$ cat config.mk
export PLATFORM = sky130hd
export DESIGN_NAME = pwmt_top
export DESIGN_NICKNAME = d
export VERILOG_FILES = /design/src/rtl/pwmt_pkg.sv /design/src/rtl/pwmt_regs.sv /design/src/rtl/pwmt_commit.sv /design/src/rtl/pwmt_prescale.sv /design/src/rtl/pwmt_count.sv /design/src/rtl/pwmt_top.sv
export SDC_FILE = /design/constraint.sdc
export NUM_CORES = 1
export LEC_CHECK = 0
export ABC_AREA = 1
export BUFFER_PORTS_ARGS = -buffer_cell sky130_fd_sc_hd__clkbuf_2
export CORE_MARGIN = 3
export CORE_UTILIZATION = 40
export CTS_BUF_LIST = sky130_fd_sc_hd__clkbuf_4 sky130_fd_sc_hd__clkbuf_8
export CTS_CLUSTER_DIAMETER = 50
export DETAILED_ROUTE_END_ITERATION = 10
export SKIP_LAST_GASP = 1
export SYNTH_ARGS = -nofsm -noshare
export SYNTH_HDL_FRONTEND = slang
export SYNTH_SLANG_ARGS = --single-unit
$ cat constraint.sdc
create_clock -name clk -period 5.18 [get_ports clk]
set_input_delay 0 -clock clk [delete_from_list [all_inputs] [get_ports clk]]
set_output_delay 0 -clock clk [all_outputs]
set_load 0.01 [all_outputs]
$ cat src/rtl/pwmt_pkg.sv
package pwmt_pkg;
  localparam int REG_W    = 32;
  localparam int CNT_W    = 10;
  localparam int DIV_W    = 5;
  localparam int EN_BIT   = 0;
  localparam int SEL_BIT  = 4;
  localparam int SYNC_BIT = 11;
  localparam int DLO_BIT  = 15;
  localparam int DHI_LSB  = 16;
  localparam int PER_LSB  = 16;
  localparam int PH_LSB   = 0;
  localparam int WSEL_BIT = 2;
  localparam logic [REG_W-1:0] CTRL_MASK = 32'h000F_8811;
  localparam logic [REG_W-1:0] CNT_MASK  = 32'h03FF_03FF;

  typedef struct packed {
    logic [CNT_W-1:0] per;
    logic [CNT_W-1:0] ph;
    logic [DIV_W-1:0] div;
  } pwmt_cfg_t;
endpackage

$ cat src/rtl/pwmt_regs.sv
module pwmt_regs
  import pwmt_pkg::*;
#(
  parameter int ADDR_W = 3
) (
  input  logic              clk,
  input  logic              rst_n,
  input  logic              wr_en,
  input  logic [ADDR_W-1:0] addr,
  input  logic [REG_W-1:0]  wdata,
  output logic [REG_W-1:0]  rdata,
  output logic              en,
  output logic              hold,
  output pwmt_cfg_t         staged,
  output logic              cfg_wr
);
  logic             en_q, sel_q, hold_q, dlo_q;
  logic [3:0]       dhi_q;
  logic [CNT_W-1:0] per_q, ph_q;
  logic             is_cnt;

  assign is_cnt = addr[WSEL_BIT];

  always_ff @(posedge clk or negedge rst_n) begin
    if (!rst_n) begin
      en_q   <= 1'b0;
      sel_q  <= 1'b0;
      hold_q <= 1'b0;
      dlo_q  <= 1'b0;
      dhi_q  <= '0;
      per_q  <= '0;
      ph_q   <= '0;
    end else if (wr_en) begin
      if (is_cnt) begin
        per_q <= wdata[PER_LSB +: CNT_W];
        ph_q  <= wdata[PH_LSB +: CNT_W];
      end else begin
        en_q   <= wdata[EN_BIT];
        sel_q  <= wdata[SEL_BIT];
        hold_q <= wdata[SYNC_BIT];
        dlo_q  <= wdata[DLO_BIT];
        dhi_q  <= wdata[DHI_LSB +: 4];
      end
    end
  end

  always_comb begin
    rdata = '0;
    if (is_cnt) begin
      rdata[PER_LSB +: CNT_W] = per_q;
      rdata[PH_LSB +: CNT_W]  = ph_q;
    end else begin
      rdata[EN_BIT]       = en_q;
      rdata[SEL_BIT]      = sel_q;
      rdata[SYNC_BIT]     = hold_q;
      rdata[DLO_BIT]      = dlo_q;
      rdata[DHI_LSB +: 4] = dhi_q;
    end
  end

  assign en         = en_q;
  assign hold       = hold_q;
  assign staged.per = per_q;
  assign staged.ph  = ph_q;
  assign staged.div = {dhi_q, dlo_q};
  assign cfg_wr     = wr_en;

  logic unused_bits;
  assign unused_bits = ^{wdata & ~(CTRL_MASK | CNT_MASK), addr};
endmodule

$ cat src/rtl/pwmt_commit.sv
module pwmt_commit
  import pwmt_pkg::*;
#(
  parameter int MAX_DIV = 24
) (
  input  logic      clk,
  input  logic      rst_n,
  input  pwmt_cfg_t staged,
  input  logic      cfg_wr,
  input  logic      hold,
  input  logic      idle,
  input  logic      boundary,
  output pwmt_cfg_t active,
  output logic      commit
);
  localparam logic [DIV_W-1:0] DIV_CAP = DIV_W'(MAX_DIV);

  logic      pend_q;
  pwmt_cfg_t act_q;
  logic [DIV_W-1:0] div_cl;

  assign div_cl = (staged.div > DIV_CAP) ? DIV_CAP : staged.div;
  assign commit = pend_q && !hold && (idle || boundary);

  always_ff @(posedge clk or negedge rst_n) begin
    if (!rst_n) begin
      pend_q <= 1'b0;
      act_q  <= '0;
    end else begin
      if (cfg_wr)      pend_q <= 1'b1;
      else if (commit) pend_q <= 1'b0;
      if (commit) begin
        act_q.per <= staged.per;
        act_q.ph  <= staged.ph;
        act_q.div <= div_cl;
      end
    end
  end

  assign active = act_q;
endmodule

$ cat src/rtl/pwmt_prescale.sv
module pwmt_prescale
  import pwmt_pkg::*;
#(
  parameter int MAX_DIV = 24
) (
  input  logic             clk,
  input  logic             rst_n,
  input  logic             clr,
  input  logic             run,
  input  logic [DIV_W-1:0] div,
  output logic             tick
);
  localparam int PW = (MAX_DIV > 0) ? MAX_DIV : 1;

  logic [PW-1:0] pre_q, mask;

  always_comb begin
    for (int i = 0; i < PW; i++) mask[i] = (32'(i) < 32'(div));
  end

  assign tick = run && ((pre_q & mask) == mask);

  always_ff @(posedge clk or negedge rst_n) begin
    if (!rst_n)     pre_q <= '0;
    else if (clr)   pre_q <= '0;
    else if (tick)  pre_q <= '0;
    else            pre_q <= pre_q + 1'b1;
  end
endmodule

$ cat src/rtl/pwmt_count.sv
module pwmt_count
  import pwmt_pkg::*;
(
  input  logic             clk,
  input  logic             rst_n,
  input  logic             run,
  input  logic             tick,
  input  logic             restart,
  input  logic [CNT_W-1:0] per,
  input  logic [CNT_W-1:0] ph,
  output logic [CNT_W-1:0] cnt,
  output logic             boundary,
  output logic             wave
);
  logic [CNT_W-1:0] cnt_q;
  logic             last;

  assign last     = (cnt_q == per - CNT_W'(1));
  assign boundary = run && tick && last;
  assign wave     = run && (cnt_q < ph);
  assign cnt      = cnt_q;

  always_ff @(posedge clk or negedge rst_n) begin
    if (!rst_n)              cnt_q <= '0;
    else if (!run || restart) cnt_q <= '0;
    else if (tick)           cnt_q <= last ? '0 : cnt_q + 1'b1;
  end
endmodule

$ cat src/rtl/pwmt_top.sv
module pwmt_top
  import pwmt_pkg::*;
#(
  parameter int ADDR_W  = 3,
  parameter int MAX_DIV = 24
) (
  input  logic              clk,
  input  logic              rst_n,
  input  logic              wr_en,
  input  logic [ADDR_W-1:0] addr,
  input  logic [31:0]       wdata,
  output logic [31:0]       rdata,
  output logic              pwm_out
);
  logic             en, hold, cfg_wr, commit, run, tick, boundary;
  pwmt_cfg_t        staged, active;
  logic [CNT_W-1:0] cnt;

  pwmt_regs #(.ADDR_W(ADDR_W)) u_regs (
    .clk(clk), .rst_n(rst_n), .wr_en(wr_en), .addr(addr), .wdata(wdata),
    .rdata(rdata), .en(en), .hold(hold), .staged(staged), .cfg_wr(cfg_wr)
  );

  assign run = en && (active.per != '0) && (active.ph != '0);

  pwmt_commit #(.MAX_DIV(MAX_DIV)) u_commit (
    .clk(clk), .rst_n(rst_n), .staged(staged), .cfg_wr(cfg_wr), .hold(hold),
    .idle(!run), .boundary(boundary), .active(active), .commit(commit)
  );

  pwmt_prescale #(.MAX_DIV(MAX_DIV)) u_pre (
    .clk(clk), .rst_n(rst_n), .clr(!run || commit), .run(run),
    .div(active.div), .tick(tick)
  );

  pwmt_count u_cnt (
    .clk(clk), .rst_n(rst_n), .run(run), .tick(tick), .restart(commit),
    .per(active.per), .ph(active.ph), .cnt(cnt), .boundary(boundary),
    .wave(pwm_out)
  );
endmodule

After elaboration in Yosys (flattened, before gate mapping)
Cells that the tools add are included.

Register bits after elaboration: 88. Bits of input ports: 38. Output and inout bits: 33. Logic and storage cells: 80.

Add/subtract/negate cells: 3. Order comparisons: 26. Eq/ne operators: 2. Mux-type cells: 16. Bitwise logic cells: 2. Reduce and logical (&&, ||, !) cells: 18.

Operator list (count): 24-bit 2-to-1 mux (2); 4-bit by 5-bit less-than comparator with 1-bit output, first input constant (8); 5-bit less-than comparator, first input constant (8); 10-bit 2-to-1 mux (3); 24-bit by 1-bit adder with 24-bit output, second input constant (1); 24-bit AND (1); 24-bit equality test (1); 3-bit by 5-bit less-than comparator with 1-bit output, first input constant (4); 10-bit nonzero test (2); 10-bit by 1-bit adder with 10-bit output, second input constant (1); 10-bit equality test (1); 1-bit by 5-bit less-than comparator with 1-bit output, first input constant (2); 10-bit less-than comparator (1); 2-bit by 5-bit less-than comparator with 1-bit output, first input constant (2); 5-bit 2-to-1 mux (2); 10-bit by 1-bit subtractor with 10-bit output, second input constant (1); 1-bit logical AND (8); 1-bit 2-to-1 mux (6); 6-bit 2-to-1 mux (1); 5-bit > comparator, second input constant (1); 4-bit 2-to-1 mux (1); 2-bit AND reduction (2); 2-bit nonzero test (2); 3-bit 2-to-1 mux (1); 3 further kinds (5).

Logic depth before layout (Yosys ltp)
Word-level depth: 10. Gate-level depth with buffers: 17. Mapped depth without buffers: 15.

By module
A second synthesis with hierarchy kept.

Cell total of the unflattened synthesis: 878. Area total of the unflattened synthesis: 5831.8 um2.

By module, submodules not included: pwmt_prescale (times used 1, cells each 291, area each 1780.5 um2, sequential area each 600.6 um2); pwmt_count (times used 1, cells each 249, area each 1432.6 um2, sequential area each 250.2 um2); pwmt_regs (times used 1, cells each 189, area each 1425.1 um2, sequential area each 700.7 um2); pwmt_commit (times used 1, cells each 126, area each 1102.3 um2, sequential area each 650.6 um2); pwmt_top (times used 1, cells each 23, area each 91.3 um2, sequential area each 0.0 um2).

Worst setup path before layout
Ideal clock, no wire load.

Kind: reg-to-reg. Start: register, netlist name u_commit.active[15]. End: register, netlist name u_commit.active[0]. Library setup time: 0.117 ns. Data arrival time: 1.909 ns. Data required time: 5.063 ns. Slack: 3.154 ns. Stages on the path, launching flop included: 16. Buffers on the path: 1. Clock period less this slack: 2.026 ns. Cells stage by stage: dfrtp_1 -> inv_1 -> ha_1 -> nand3_1 -> inv_2 -> nand3_1 -> nand2_1 -> nor2_2 -> nand3_1 -> nor2_2 -> nand2_1 -> nand2_4 -> nand2_4 -> buf_6 -> nand2_1 -> nand2_1.

Word-level cells in the longest chain between the ends: 8. Elaborated cells on any way between the ends: 11. Classes of those cells: add/sub (1); eq/ne (1); reduce/logical (9).

RTL lines: branches (longest 6 deep; another with 10-bit by 1-bit subtractor with 10-bit output); 1-bit logical OR (*) (line pwmt_commit.sv:23) `assign commit = pend_q && !hold && (idle || boundary);`; 1-bit logical AND (*) (line pwmt_commit.sv:23).

Mark *: on every way between the ends. A chain may end at the register's enable or synchronous reset.

Final worst setup path
Start: register, netlist name u_commit.active[15]. End: register, netlist name u_commit.active[8].

Word-level cells in the longest chain between the ends: 8. Elaborated cells on any way between the ends: 11. Classes of those cells: add/sub (1); eq/ne (1); reduce/logical (9).

RTL lines (line): branches (longest 6 deep; another with 10-bit by 1-bit subtractor with 10-bit output); 1-bit logical OR (*) (pwmt_commit.sv:23); 1-bit logical AND (*) (pwmt_commit.sv:23).

Marked as above.

==> results.txt <==
The first-iteration detailed-routing DRC count is 211. The chip height came out at 119 um. The share of the cycle needed by the critical path after routing came out at 0.571. The maximum achievable frequency is 338 MHz. The total number of vias is 4447.

The max-cap check violation count came out at 0. Setup repair after global routing left no endpoint under its margin. Compared with the post-synthesis result, the final layout area differs by 15.0%. Summed over all failing endpoints, the final setup total negative slack is 0 ps. The overall track demand over capacity in global routing came out at 0.176. The fraction of final layout cells with drive strength greater than 1 is 0.133. The mean instance size in the synthesized netlist is 7.49 um2. The area of the core is 0.0123 mm2. At the end of routability-driven placement, the weighted congestion stood at 0.849. The tree is rooted in a sky130_fd_sc_hd__clkbuf_8.

The number of cell rows came out at 40. The number of hold violations in the final report came out at 0. The final layout net count is 799.

The area after detailed placement is 0.00545 mm2. The required time at the worst-slack endpoint is 5440 ps. The number of cells after detailed placement is 882. The worst clock skew on the final layout came out at 11.5 ps. The number of cells in the finished layout apart from fillers is 922.

Traced cell by cell, the critical path runs through inv_1 > ha_1 > nand3_1 > inv_2 > nand3_1 > nand2_1 > nor2_2 > nand3_1 > nor2_2 > nand2_1 > nand2_4 > nand2_4 > nand2_1 > nand2_1. The maximum net fanout on the critical path is 26. Data on the critical path arrives at its endpoint at 3220 ps. The number of search-and-repair iterations in the first detailed-routing pass is 5. The slowest stage of the critical path belongs to the cell sky130_fd_sc_hd__nor2_2. The count of final max-slew check failures came out at 0.

Once layout is complete, the utilization of the core stands at 0.479. The type of origin of the critical path is a flip-flop. From left edge to right edge, the die measures 119 um. The die covers 0.0142 mm2. The summed instance area of the synthesized netlist is 0.00511 mm2. For this design, the sink count on the clock tree is 88. The worst setup path is captured at a flip-flop. The initial cell density of the core came out at 0.417. The cell that appears most often on the critical path is sky130_fd_sc_hd__nand2_1. The setup fix buffers added after clock tree synthesis came out at 0. The worst path setup slack after routing came out at 2220 ps. After clock tree synthesis, the clock-pin slew on the worst setup and hold paths is 80 ps.

The number of antenna violations at the first check in global routing is 0. The via count of the first global-routing pass is 4291. The H-tree generated during clock tree synthesis spans 3 levels. The total half-perimeter wirelength after legalization and detailed placement is 8470 um. Dividing total power by cell area gives a power density of 371 mW/mm2.

The maximum ir drop on the vdd rail came out at 235 uV. The worst stage delay on the critical path is 410 ps. The cell count after synthesis came out at 682. The static leakage is 3.00 nW. Measured against its own limit, the worst slew margin works out to 0.378. The global-route wire length before repair is 20500 um. The deepest clock path buffer count came out at 2. The number of CTS-inserted buffers is 9. The later pin in the worst-skew pair is clocked with a latency of 370 ps. The final count of negative-setup-slack endpoints came out at 0. The quantity of gates resized following cts is 0. The share of the Yosys chip area taken by registers is 0.431. The power after layout came out at 2.18 mW. In the layout the commonest cells are sky130_fd_sc_hd__nand2_1, sky130_fd_sc_hd__dfrtp_1, sky130_fd_sc_hd__inv_1. The number of nets still failing antenna checks after routing is 0. Yosys printed 0 warnings.

The antenna diode count is 0. The min-delay analysis places its worst path in the category primary input to asynchronous set/reset pin. TritonCTS built the clock tree. The transition at the pin with the smallest max-transition slack is 930 ps. The fraction of synthesis flops using an asynchronous set or reset pin is 1.00. For this run, the leading register cell type out of synthesis is sky130_fd_sc_hd__dfrtp_1. The run finished with clean final reports. The post-detailed-route via-to-cell ratio came out at 4.82. The number of flops mapped to enable cells by yosys came out at 0. The worst-case setup slack after placement came out at 2210 ps. The post-layout minimum cycle time came out at 2960 ps. The residual overflow from global routing came out at 0. The final hold slack came out at 49.8 ps. The mean routed wirelength per cell is 12.7 um. The worst setup path is of the flip-flop to flip-flop kind. The synthesized netlist contains 31 unique library cells. The count of state elements after synthesis is 88. In the routed design, unresolved DRC markers number 0. Summing all non-filler instances in the final layout gives an area of 0.00587 mm2. Leaving out fill and tap cells, the most frequent cell in the layout is sky130_fd_sc_hd__nand2_1. 71 I/O pins were placed. Entering global routing, the biggest net connects 68 pins.

During placement, the flow inserted port buffers numbering 48. The post-detailed-routing wire length is 11700 um.
==> cell families after synthesis <==
kind of cell | synth area share
compound gates | 0.0580
mux | 0.0309
xor+xnor | 0.0463
simple gates | 0.303
other cells | 0.000734
flops | 0.431
buf+inv | 0.101
fa+ha+maj | 0.0294
==> layout make-up <==
class / count / area (um2)
clock buffers: 12 / 159
inverters: 91 / 342
repair buffers: 75 / 505
clock inverters: 4 / 28.8
fillers: 1225 / 6390
well taps: 168 / 210
multi-input cells: 484 / 2430
flip-flops and latches: 88 / 2200
==> worst max-delay path: cells and delay by family, from the launching register on <==
kind	cells	cell delay [ps]
adders and majority gates	1	240
DFF	1	370
buffers and inverters	2	180
and+or+nand+nor	11	2050
==> where the power goes <==
| part | leakage, nW | switching [mW] | total (mW) | internal, mW |
|---|---|---|---|---|
| logic | 1.77 | 0.482 | 0.771 | 0.289 |
| registers | 1.13 | 0.142 | 0.955 | 0.813 |
| clock network | 0.0920 | 0.248 | 0.454 | 0.206 |
==> registers in the layout (all words and copies together) (netlist names), 4 cells and up <==
name	cells
u_commit.active	25
u_pre.pre_q	24
u_regs.dhi_q	4
u_regs.ph_q	10
u_cnt.cnt	10
u_regs.per_q	10
==> layer usage <==
layer,vias to the layer above,GRT usage,routed length [um]
met5,-,0,0
met4,0,0.0637,194
met3,14,0.0356,537
met2,103,0.265,5110
met1,2061,0.250,5830
li1,2269,-,-
==> worst paths after layout <==
path                                     startpoint                  end  slack (ps)  cells past startpoint
worst max-delay path            u_commit.active[15]   u_commit.active[8]        2220                     14
worst min-delay path                          rst_n      u_pre.pre_q[20]          50                      2
worst max register to register  u_commit.active[15]   u_commit.active[8]        2220                     14
worst min register to register  u_commit.active[10]  u_commit.active[10]         480                      2
max in group asynchronous                     rst_n  u_commit.active[21]        4010                      3
min in group clk                           wdata[6]       u_regs.ph_q[6]         390                      3
==> cells in the mapped netlist (all sizes together) (2+ instances only) <==
cell type  instances  area [um2]
nand3             60         300
o21ai             37         189
nand2            195         749
dfrtp             88        2200
or2                3        18.8
nor2              75         299
buf               20         143
a21oi             17        85.1
inv               91         342
mux2              14         158
xnor2              8        70.1
ha                12         150
xor2              19         166
nor3              11        55.1
clkbuf             8        30.0
nand4             16         100
o21bai             2        15.0
==> what timing repair did <==
action	in CTS	in global routing
setup endpoints to repair	0	0
endpoints found under the hold margin	50	0
hold buffers	24	0
No activity file was read; power rests on OpenSTA's default activity.
